## src/rtl/rtc_shadow_pkg.sv

```systemverilog
package rtc_shadow_pkg;
    localparam int DW     = 8;
    localparam int AW     = 4;
    localparam int CALW   = 5;

    localparam logic [AW-1:0] A_FLAGS = 4'd0;
    localparam logic [AW-1:0] A_CTRL  = 4'd1;
    localparam logic [AW-1:0] A_SEC   = 4'd2;
    localparam logic [AW-1:0] A_MIN   = 4'd3;
    localparam logic [AW-1:0] A_HOUR  = 4'd4;
    localparam logic [AW-1:0] A_DOW   = 4'd5;
    localparam logic [AW-1:0] A_DATE  = 4'd6;
    localparam logic [AW-1:0] A_MONTH = 4'd7;
    localparam logic [AW-1:0] A_YEAR  = 4'd8;

    // flags bit positions
    localparam int F_CENT = 6;
    localparam int F_CALM = 2;
    localparam int F_HOLD = 1;
    localparam int F_SNAP = 0;
    // control bit positions
    localparam int C_HALT = 7;
    localparam int C_SIGN = 5;

    typedef struct packed {
        logic [DW-1:0] sec;
        logic [DW-1:0] min;
        logic [DW-1:0] hour;
        logic [DW-1:0] dow;
        logic [DW-1:0] date;
        logic [DW-1:0] month;
        logic [DW-1:0] year;
    } rtc_time_t;

    localparam rtc_time_t TIME_RST = '{sec: 8'h00, min: 8'h00, hour: 8'h00,
                                      dow: 8'h01, date: 8'h01, month: 8'h01,
                                      year: 8'h00};

    function automatic logic [DW-1:0] bcd_inc(input logic [DW-1:0] v);
        if (v[3:0] == 4'd9) return {v[7:4] + 4'd1, 4'd0};
        return {v[7:4], v[3:0] + 4'd1};
    endfunction

    function automatic logic [6:0] bcd_bin(input logic [DW-1:0] v);
        return 7'(v[7:4]) * 7'd10 + 7'(v[3:0]);
    endfunction

    function automatic logic [DW-1:0] last_day(input logic [DW-1:0] month,
                                               input logic [DW-1:0] year);
        logic [6:0] yb;
        yb = bcd_bin(year);
        case (month)
            8'h02:                      return (yb[1:0] == 2'b00) ? 8'h29 : 8'h28;
            8'h04, 8'h06, 8'h09, 8'h11: return 8'h30;
            default:                    return 8'h31;
        endcase
    endfunction
endpackage

```

## src/rtl/rtc_time_core.sv

```systemverilog
module rtc_time_core
    import rtc_shadow_pkg::*;
(
    input  logic      clk,
    input  logic      rst_n,
    input  logic      adv,
    input  logic      load,
    input  rtc_time_t load_val,
    output rtc_time_t cnt,
    output logic      century_wrap
);
    rtc_time_t cnt_d, cnt_q;

    always_comb begin
        cnt_d        = cnt_q;
        century_wrap = 1'b0;
        if (load) begin
            cnt_d = load_val;
        end else if (adv) begin
            if (cnt_q.sec != 8'h59) begin
                cnt_d.sec = bcd_inc(cnt_q.sec);
            end else begin
                cnt_d.sec = 8'h00;
                if (cnt_q.min != 8'h59) begin
                    cnt_d.min = bcd_inc(cnt_q.min);
                end else begin
                    cnt_d.min = 8'h00;
                    if (cnt_q.hour != 8'h23) begin
                        cnt_d.hour = bcd_inc(cnt_q.hour);
                    end else begin
                        cnt_d.hour = 8'h00;
                        cnt_d.dow  = (cnt_q.dow == 8'h07) ? 8'h01 : bcd_inc(cnt_q.dow);
                        if (cnt_q.date != last_day(cnt_q.month, cnt_q.year)) begin
                            cnt_d.date = bcd_inc(cnt_q.date);
                        end else begin
                            cnt_d.date = 8'h01;
                            if (cnt_q.month != 8'h12) begin
                                cnt_d.month = bcd_inc(cnt_q.month);
                            end else begin
                                cnt_d.month = 8'h01;
                                if (cnt_q.year != 8'h99) begin
                                    cnt_d.year = bcd_inc(cnt_q.year);
                                end else begin
                                    cnt_d.year   = 8'h00;
                                    century_wrap = 1'b1;
                                end
                            end
                        end
                    end
                end
            end
        end
    end

    always_ff @(posedge clk or negedge rst_n) begin
        if (!rst_n) cnt_q <= TIME_RST;
        else        cnt_q <= cnt_d;
    end

    assign cnt = cnt_q;
endmodule

```

## src/rtl/rtc_host_regs.sv

```systemverilog
module rtc_host_regs
    import rtc_shadow_pkg::*;
(
    input  logic            clk,
    input  logic            rst_n,
    input  logic            wr_en,
    input  logic            rd_en,
    input  logic [AW-1:0]   addr,
    input  logic [DW-1:0]   wdata,
    input  rtc_time_t       cnt,
    input  logic            century_wrap,
    output logic [DW-1:0]   rdata,
    output rtc_time_t       usr,
    output logic            load,
    output logic            capture,
    output logic            hold,
    output logic            snap,
    output logic            halt,
    output logic            cent,
    output logic            cal_sign,
    output logic [CALW-1:0] cal_mag,
    output logic            cal_mode
);
    typedef struct packed {
        rtc_time_t       usr;
        logic            halt;
        logic            sign;
        logic [CALW-1:0] mag;
        logic            cent;
        logic            calm;
        logic            hold;
        logic            snap;
    } host_st_t;

    host_st_t st_d, st_q;
    logic     flags_wr;

    always_comb begin
        st_d     = st_q;
        flags_wr = wr_en && (addr == A_FLAGS);
        capture  = flags_wr && wdata[F_SNAP] && !st_q.snap;
        load     = flags_wr && !wdata[F_HOLD] && st_q.hold;

        if (wr_en) begin
            case (addr)
                A_CTRL: begin
                    st_d.halt = wdata[C_HALT];
                    st_d.sign = wdata[C_SIGN];
                    st_d.mag  = wdata[CALW-1:0];
                end
                A_FLAGS: begin
                    st_d.calm = wdata[F_CALM];
                    st_d.hold = wdata[F_HOLD];
                    st_d.snap = wdata[F_SNAP];
                end
                A_SEC:   st_d.usr.sec   = wdata;
                A_MIN:   st_d.usr.min   = wdata;
                A_HOUR:  st_d.usr.hour  = wdata;
                A_DOW:   st_d.usr.dow   = wdata;
                A_DATE:  st_d.usr.date  = wdata;
                A_MONTH: st_d.usr.month = wdata;
                A_YEAR:  st_d.usr.year  = wdata;
                default: ;
            endcase
        end
        if (capture) st_d.usr = cnt;

        if (rd_en && (addr == A_FLAGS)) st_d.cent = 1'b0;
        if (century_wrap)               st_d.cent = 1'b1;

        case (addr)
            A_FLAGS: rdata = {1'b0, st_q.cent, 3'b000, st_q.calm, st_q.hold, st_q.snap};
            A_CTRL:  rdata = {st_q.halt, 1'b0, st_q.sign, st_q.mag};
            A_SEC:   rdata = st_q.usr.sec;
            A_MIN:   rdata = st_q.usr.min;
            A_HOUR:  rdata = st_q.usr.hour;
            A_DOW:   rdata = st_q.usr.dow;
            A_DATE:  rdata = st_q.usr.date;
            A_MONTH: rdata = st_q.usr.month;
            A_YEAR:  rdata = st_q.usr.year;
            default: rdata = '0;
        endcase
    end

    always_ff @(posedge clk or negedge rst_n) begin
        if (!rst_n) begin
            st_q      <= '0;
            st_q.usr  <= TIME_RST;
            st_q.halt <= 1'b1;
        end else begin
            st_q <= st_d;
        end
    end

    assign usr      = st_q.usr;
    assign hold     = st_q.hold;
    assign snap     = st_q.snap;
    assign halt     = st_q.halt;
    assign cent     = st_q.cent;
    assign cal_sign = st_q.sign;
    assign cal_mag  = st_q.mag;
    assign cal_mode = st_q.calm;
endmodule

```

## src/rtl/rtc_shadow_regs.sv

```systemverilog
module rtc_shadow_regs
    import rtc_shadow_pkg::*;
(
    input  logic            clk,
    input  logic            rst_n,
    input  logic            tick_1hz,
    input  logic            wr_en,
    input  logic            rd_en,
    input  logic [AW-1:0]   addr,
    input  logic [DW-1:0]   wdata,
    output logic [DW-1:0]   rdata,
    output logic            cal_sign,
    output logic [CALW-1:0] cal_mag,
    output logic            cal_mode
);
    rtc_time_t cnt;
    rtc_time_t usr;
    logic      century_wrap;
    logic      load, capture, hold, snap, halt, cent;
    logic      adv;

    assign adv = tick_1hz && !hold && !halt;

    rtc_time_core u_core (
        .clk          (clk),
        .rst_n        (rst_n),
        .adv          (adv),
        .load         (load),
        .load_val     (usr),
        .cnt          (cnt),
        .century_wrap (century_wrap)
    );

    rtc_host_regs u_regs (
        .clk          (clk),
        .rst_n        (rst_n),
        .wr_en        (wr_en),
        .rd_en        (rd_en),
        .addr         (addr),
        .wdata        (wdata),
        .cnt          (cnt),
        .century_wrap (century_wrap),
        .rdata        (rdata),
        .usr          (usr),
        .load         (load),
        .capture      (capture),
        .hold         (hold),
        .snap         (snap),
        .halt         (halt),
        .cent         (cent),
        .cal_sign     (cal_sign),
        .cal_mag      (cal_mag),
        .cal_mode     (cal_mode)
    );
endmodule

```

## config.mk

```make
export PLATFORM = sky130hd
export DESIGN_NAME = rtc_shadow_regs
export DESIGN_NICKNAME = d
export VERILOG_FILES = /design/src/rtl/rtc_shadow_pkg.sv /design/src/rtl/rtc_time_core.sv /design/src/rtl/rtc_host_regs.sv /design/src/rtl/rtc_shadow_regs.sv
export SDC_FILE = /design/constraint.sdc
export NUM_CORES = 1
export LEC_CHECK = 0
export BUFFER_PORTS_ARGS = -buffer_cell sky130_fd_sc_hd__buf_2
export CORE_MARGIN = 3
export CORE_UTILIZATION = 62
export CTS_CLUSTER_SIZE = 14
export DETAILED_ROUTE_END_ITERATION = 10
export PLACE_DENSITY_LB_ADDON = 0.25
export SLEW_MARGIN = 20
export SYNTH_ARGS = -nofsm -noshare
export SYNTH_HDL_FRONTEND = slang
export SYNTH_SLANG_ARGS = --single-unit
```

## constraint.sdc

```tcl
create_clock -name clk -period 4.25 [get_ports clk]
set_input_delay 1.0625 -clock clk [delete_from_list [all_inputs] [get_ports clk]]
set_output_delay 1.0625 -clock clk [all_outputs]
set_load 0.05 [all_outputs]
```

==> results of run 1 <==
## critical path: stages
cell and delay, ns:
buf_2 0.27, nor4bb_1 0.44, buf_4 0.22, a22oi_1 0.08, nand3_1 0.12, nand2_1 0.06, a21oi_1 0.27, buf_2 0.32
## final cells by class
| cell class | count | area share, % |
|---|---|---|
| Timing Repair Buffer | 49 | 3.88 |
| Inverter | 19 | 0.871 |
| Tap cell | 143 | 2.19 |
| Clock buffer | 17 | 5.20 |
| Clock inverter | 14 | 1.31 |
| Multi-Input combinational cell | 658 | 48.8 |
| Sequential cell | 123 | 37.7 |
## worst paths after layout
check                                from             end  slack, ns
max                               addr[1]        rdata[1]       0.33
min                           u_regs.cent     u_regs.cent       0.50
max reg2reg                u_core.cnt[36]  u_core.cnt[13]       0.92
min reg2reg                   u_regs.cent     u_regs.cent       0.50
max in group asynchronous           rst_n   u_regs.usr[0]       3.00
min in group asynchronous           rst_n  u_core.cnt[27]       0.73
## stage by stage
step / instances / util [%]
detailed placement: 992 / 66.4
global route: 1023 / 71.1
floorplan: 850 / -
finish: 1023 / 71.1
global placement: 992 / 66.4
CTS: 1023 / 71.1
## power by group
group          switching (mW)  internal [mW]  leakage (nW)  total (mW)
registers               0.335           1.41          1.49        1.74
clock network           0.533          0.788         0.256        1.32
logic                   0.417          0.272          1.69       0.689
total                    1.28           2.47          3.43        3.75
## cell usage in the layout (no fill, tap or decap), types with 5 or more instances in the layout
cell type   synthesis  routed
a21oi_1            98      98
a222oi_1            5       5
nand4_1             6       6
dfstp_2             7       7
nand2b_1            7       7
nand3_1            34      34
o21ai_0            46      46
and2_1              7       7
nor4_1              8       8
o211ai_1            7       7
buf_4               0      17
and3_1             15      15
o22ai_1            50      49
nand2_1            79      79
clkinvlp_4          0       5
nor3b_1            11      11
inv_1              19      19
clkbuf_16           0      17
nor2_1             95      95
a22oi_1            16      16
dfrtp_1           116     116
a31oi_1             6       6
mux2i_1             5       5
nor3_1             18      18
clkinv_2            0       8
a21boi_1            6       6
nor2b_1            11      11
a22o_1              8       8
buf_2               3      30
mux2_2             13      13
ha_1               24      24
## logic make-up after synthesis
| logic type | after synthesis | synth area share, % |
|---|---|---|
| adders and majority gates | 24 | 4.09 |
| and+or+nand+nor | 331 | 23.1 |
| AOI/OAI and AO/OA | 281 | 23.9 |
| DFF | 123 | 42.0 |
| muxes | 18 | 2.67 |
| buffers and inverters | 69 | 3.70 |
| xor gates and xnor gates | 4 | 0.477 |
## layer usage
layer	routed length, um	track usage [%]
met5	0	0
met3	2370	8.89
met2	10600	53.7
met4	1000	16.4
met1	9090	48.8
==> out/qor.txt, run 1 <==
run status = complete, no violations
RSZ-0062 raised after global routing = no
Syn Inst Count = 850
Seq cells post-synth = 123
Setup Skew = 0.00485 ns
share of layout cells above drive strength 1 = 13.9%
Final ANT Viol Nets = 0
Distinct cells, synth = 78
FILL cells = 857
H-tree levels = 4
overall power = 3.75 mW
Synth async-reset ratio = 100%
TritonCTS clock tree = yes
setup repair bufs after CTS = 0
first-pass GRT wire length = 36,300 um
Max rail drop VDD = 325 uV
drt pass-1 iters = 5
Resized Gates After CTS = 0
fin crit share = 92.3%
WL per Instance = 22.5 um
relative slew slack = 39.6%
DP Area = 7650 sq um
Slew @ Worst Pin = 0.897 ns
Setup TNS = 0 ns
Num CTS Buffers = 17
register area = 3090 sq um
routed vias = 7,232
Syn Area/Cell = 8.64 sq um
fmax = 255 MHz
IO buf count = 31
Clock Tree Root = clkbuf_16
Final nets = 909
# IOs = 32
P&R area growth vs syn = 11.4%
Final Hold Fails = 0
DRC violation count after routing = 0
Initial Util = 63.8%
vias in the first global route = 6,553
WHS = 0.504 ns
post-synthesis cell area = 7350 sq um
Max Cap Viol = 0
hold path depth = 2
Seq/Total Area, Yosys = 42.0%
Worst EP arrival = 2.86 ns
power per cell area = 458 nW/um^2
Critical Path RT = 3.19 ns
fin area = 8180 sq um
Worst-Skew Late Latency = 0.42 ns
CTS Buffer Depth = 2
largest net degree at the start of global routing = 124
post-synth top area share = 39.5%
routability cong. = 0.954
Core ar. = 11,500 sq um
crit start category = primary input
hold crit path type = reg -> reg
worst reg2reg path depth = 8
pre-CTS setup slack = 0.410 ns
Chip Width = 115 um
antenna diode instance count = 0
GRT Overall Usage = 35.7%
Final min period = 3.92 ns
total gr overflow = 0
Reg clk slew, reported paths = 0.05 ns
Crit Path Class = in -> out
crit end category = output pin
synth cell count leaders = dfrtp_1, a21oi_1, nor2_1, nand2_1, o22ai_1
total die area = 13,200 sq um
initial antenna violation count = 0
leakage = 3.43 nW
die height = 115 um
# rows = 39
Synth area leader = dfrtp_1
synth top area cells = dfrtp_1, a21oi_1, nor2_1
Crit Path Max Fanout = 18
Post-Route WL = 23,000 um
top_reg_cell synth = dfrtp_1
area of the multi-input gates = 4000 sq um
DPL Wire Length = 15,600 um
clk sink count = 123
worst setup margin = 0.328 ns
DRT iter0 DRCs = 1,001
final-report setup violation count = 0
Hold Buf Count CTS = 0
syn nets = 891
Vias/cell = 7.07
EDFF count, synth = 0
most numerous cell in the Yosys netlist = dfrtp_1
Slew Limit Fails = 0
warning count from the yosys run = 0
Note: power is estimated with default switching activity, not from simulation.
==> run 2: changes to the inputs <==
CORE_UTILIZATION = 56   (was 62)
clock period = 3.6 ns   (was 4.25 ns; I/O delays follow)
==> run 2 against run 1 <==
Effect of this change:
- sequential power grew 18%
- global-route usage fell by 2.4 points
- final cell count is 4.4% higher
- critical endpoint is now rdata[7]
- total power increased by 17%
- setup slack got worse by 0.22 ns
- critical path depth is the same
- clock power grew 14%
- routed wire length up 2.4%
- clock-buffer cell count rose by 11
- combinational power up 20%
- non-clock buffer count rose by 15
- highest routed layer unchanged
==> out/qor.txt, run 2 (synthesis gave the netlist of run 1 again) <==
run status = complete, no violations
Setup Skew = 0.00918 ns (+0.00433 ns)
H-tree levels = 4 (unchanged)
routed vias = 7,157 (-1.0%)
Max Cap Viol = 0 (unchanged)
die height = 121 um (+4.9%)
WHS = 0.497 ns (-0.00719 ns)
hold crit path type = in -> async
final-report setup violation count = 0 (unchanged)
largest net degree at the start of global routing = 77 (-38%)
Clock Tree Root = clkbuf_16
FILL cells = 1,128 (+32%)
Hold Buf Count CTS = 0 (unchanged)
antenna diode instance count = 0 (unchanged)
IO buf count = 31 (unchanged)
DRT iter0 DRCs = 813 (-19%)
# rows = 41 (+5.1%)
power per cell area = 526 nW/um^2 (+15%)
Critical Path RT = 2.70 ns (-0.49 ns)
clk sink count = 123 (unchanged)
Crit Path Class = in -> out
Final Non-Filler Cells = 1,068 (+4.4%)
# IOs = 32 (unchanged)
routability cong. = 0.969 (+1.5%)
Placed Cells = 1,036 (+4.4%)
crit end category = output pin
most common library cell in the layout ignoring fill and taps = dfrtp_1
CTS Buffer Depth = 2 (unchanged)
share of layout cells above drive strength 1 = 15.3% (+1.4 points)
fmax = 287 MHz
WL per Instance = 22.1 um (-1.9%)
Final ANT Viol Nets = 0 (unchanged)
Resized Gates After CTS = 0 (unchanged)
Reg clk slew, reported paths = 0.05 ns (about the same)
vias in the first global route = 6,702 (+2.3%)
Slew Limit Fails = 0 (unchanged)
RSZ-0062 raised after global routing = no
total die area = 14,500 sq um (+10%)
crit start category = primary input
Num CTS Buffers = 17 (unchanged)
GRT Overall Usage = 33.3% (-2.4 points)
Max rail drop VDD = 405 uV (+24%)
total gr overflow = 0 (unchanged)
leakage = 3.51 nW (+2.1%)
fin crit share = 96.9%
drt pass-1 iters = 8 (+3)
Setup TNS = 0 ns (unchanged)
relative slew slack = 45.1% (+5.5 points)
Crit Path Max Fanout = 9 (-9)
DRC violation count after routing = 0 (unchanged)
initial antenna violation count = 0 (unchanged)
Final nets = 924 (+1.7%)
Initial Util = 57.7% (-6.0 points)
Final Hold Fails = 0 (unchanged)
Vias/cell = 6.70 (-5.2%)
TritonCTS clock tree = yes
Chip Width = 121 um (+4.9%)
Slew @ Worst Pin = 0.816 ns (-0.0814 ns)
most frequent cells in the layout = dfrtp_1, nor2_1, a21oi_1
Final min period = 3.49 ns
Post-Route WL = 23,600 um (+2.4%)
Worst EP arrival = 2.59 ns (-0.27 ns)
setup repair bufs after CTS = 0 (unchanged)
first-pass GRT wire length = 37,300 um (+2.7%)
Worst-Skew Late Latency = 0.42 ns (about the same)
Core ar. = 12,700 sq um (+10%)
DPL Wire Length = 16,700 um (+7.4%)
P&R area growth vs syn = 13.4%
-- run 2: worst paths after layout --
| kind | startpoint | end | slack, ns | depth (start not counted) |
|---|---|---|---|---|
| max in group asynchronous | rst_n | u_regs.halt | 2.24 | 2 |
| worst min-delay path | rst_n | u_core.cnt[31] | 0.50 | 1 |
| worst max register to register | u_core.cnt[36] | u_core.cnt[9] | 0.47 | 9 |
| worst min register to register | u_regs.cent | u_regs.cent | 0.50 | 2 |
| min in group clk | u_regs.cent | u_regs.cent | 0.50 | 2 |
| worst max-delay path | addr[0] | rdata[7] | 0.11 | 8 |
-- run 2: power by group --
group          leakage, nW  switching, mW  internal [mW]  total (mW)
clock network        0.250          0.595          0.910        1.51
registers             1.49          0.393           1.66        2.05
logic                 1.76          0.499          0.328       0.826
total                 3.51           1.49           2.90        4.39
-- run 2: area by class of cell --
type / count / area (sq um) / area share (%)
Timing Repair Buffer: 64 / 418 / 5.02
Sequential cell: 123 / 3090 / 37.1
Inverter: 19 / 71.3 / 0.856
Clock buffer: 28 / 487 / 5.84
Tap cell: 172 / 215 / 2.58
Clock inverter: 4 / 20.0 / 0.240
Multi-Input combinational cell: 658 / 4030 / 48.4
-- run 2: critical path, stage by stage --
cell	delay, ns
buf_2	0.18
nor4bb_1	0.42
buf_4	0.23
a222oi_1	0.11
nand2_1	0.13
o21ai_0	0.10
a21oi_2	0.23
buf_2	0.29
-- run 2: per-stage QoR --
stage | utilization, % | setup slack [ns] | area, sq um | power (mW)
4_1_cts | 65.4 | 0.0785 | 8320 | 4.36
3_5_place_dp | 61.4 | 0.0856 | 7820 | 2.86
2_1_floorplan | - | -0.112 | 7380 | 2.49
5_1_grt | 65.5 | 0.0122 | 8330 | 4.56
3_3_place_gp | 61.4 | 0.169 | 7820 | 2.82
6_report | 65.5 | 0.112 | 8330 | 4.39
-- run 2: routing by layer --
layer,part of all wire (%),GRT usage (%)
met3,8.5,6.83
met1,40,43.9
met4,3.5,14.3
met2,48,53.7
met5,0,0
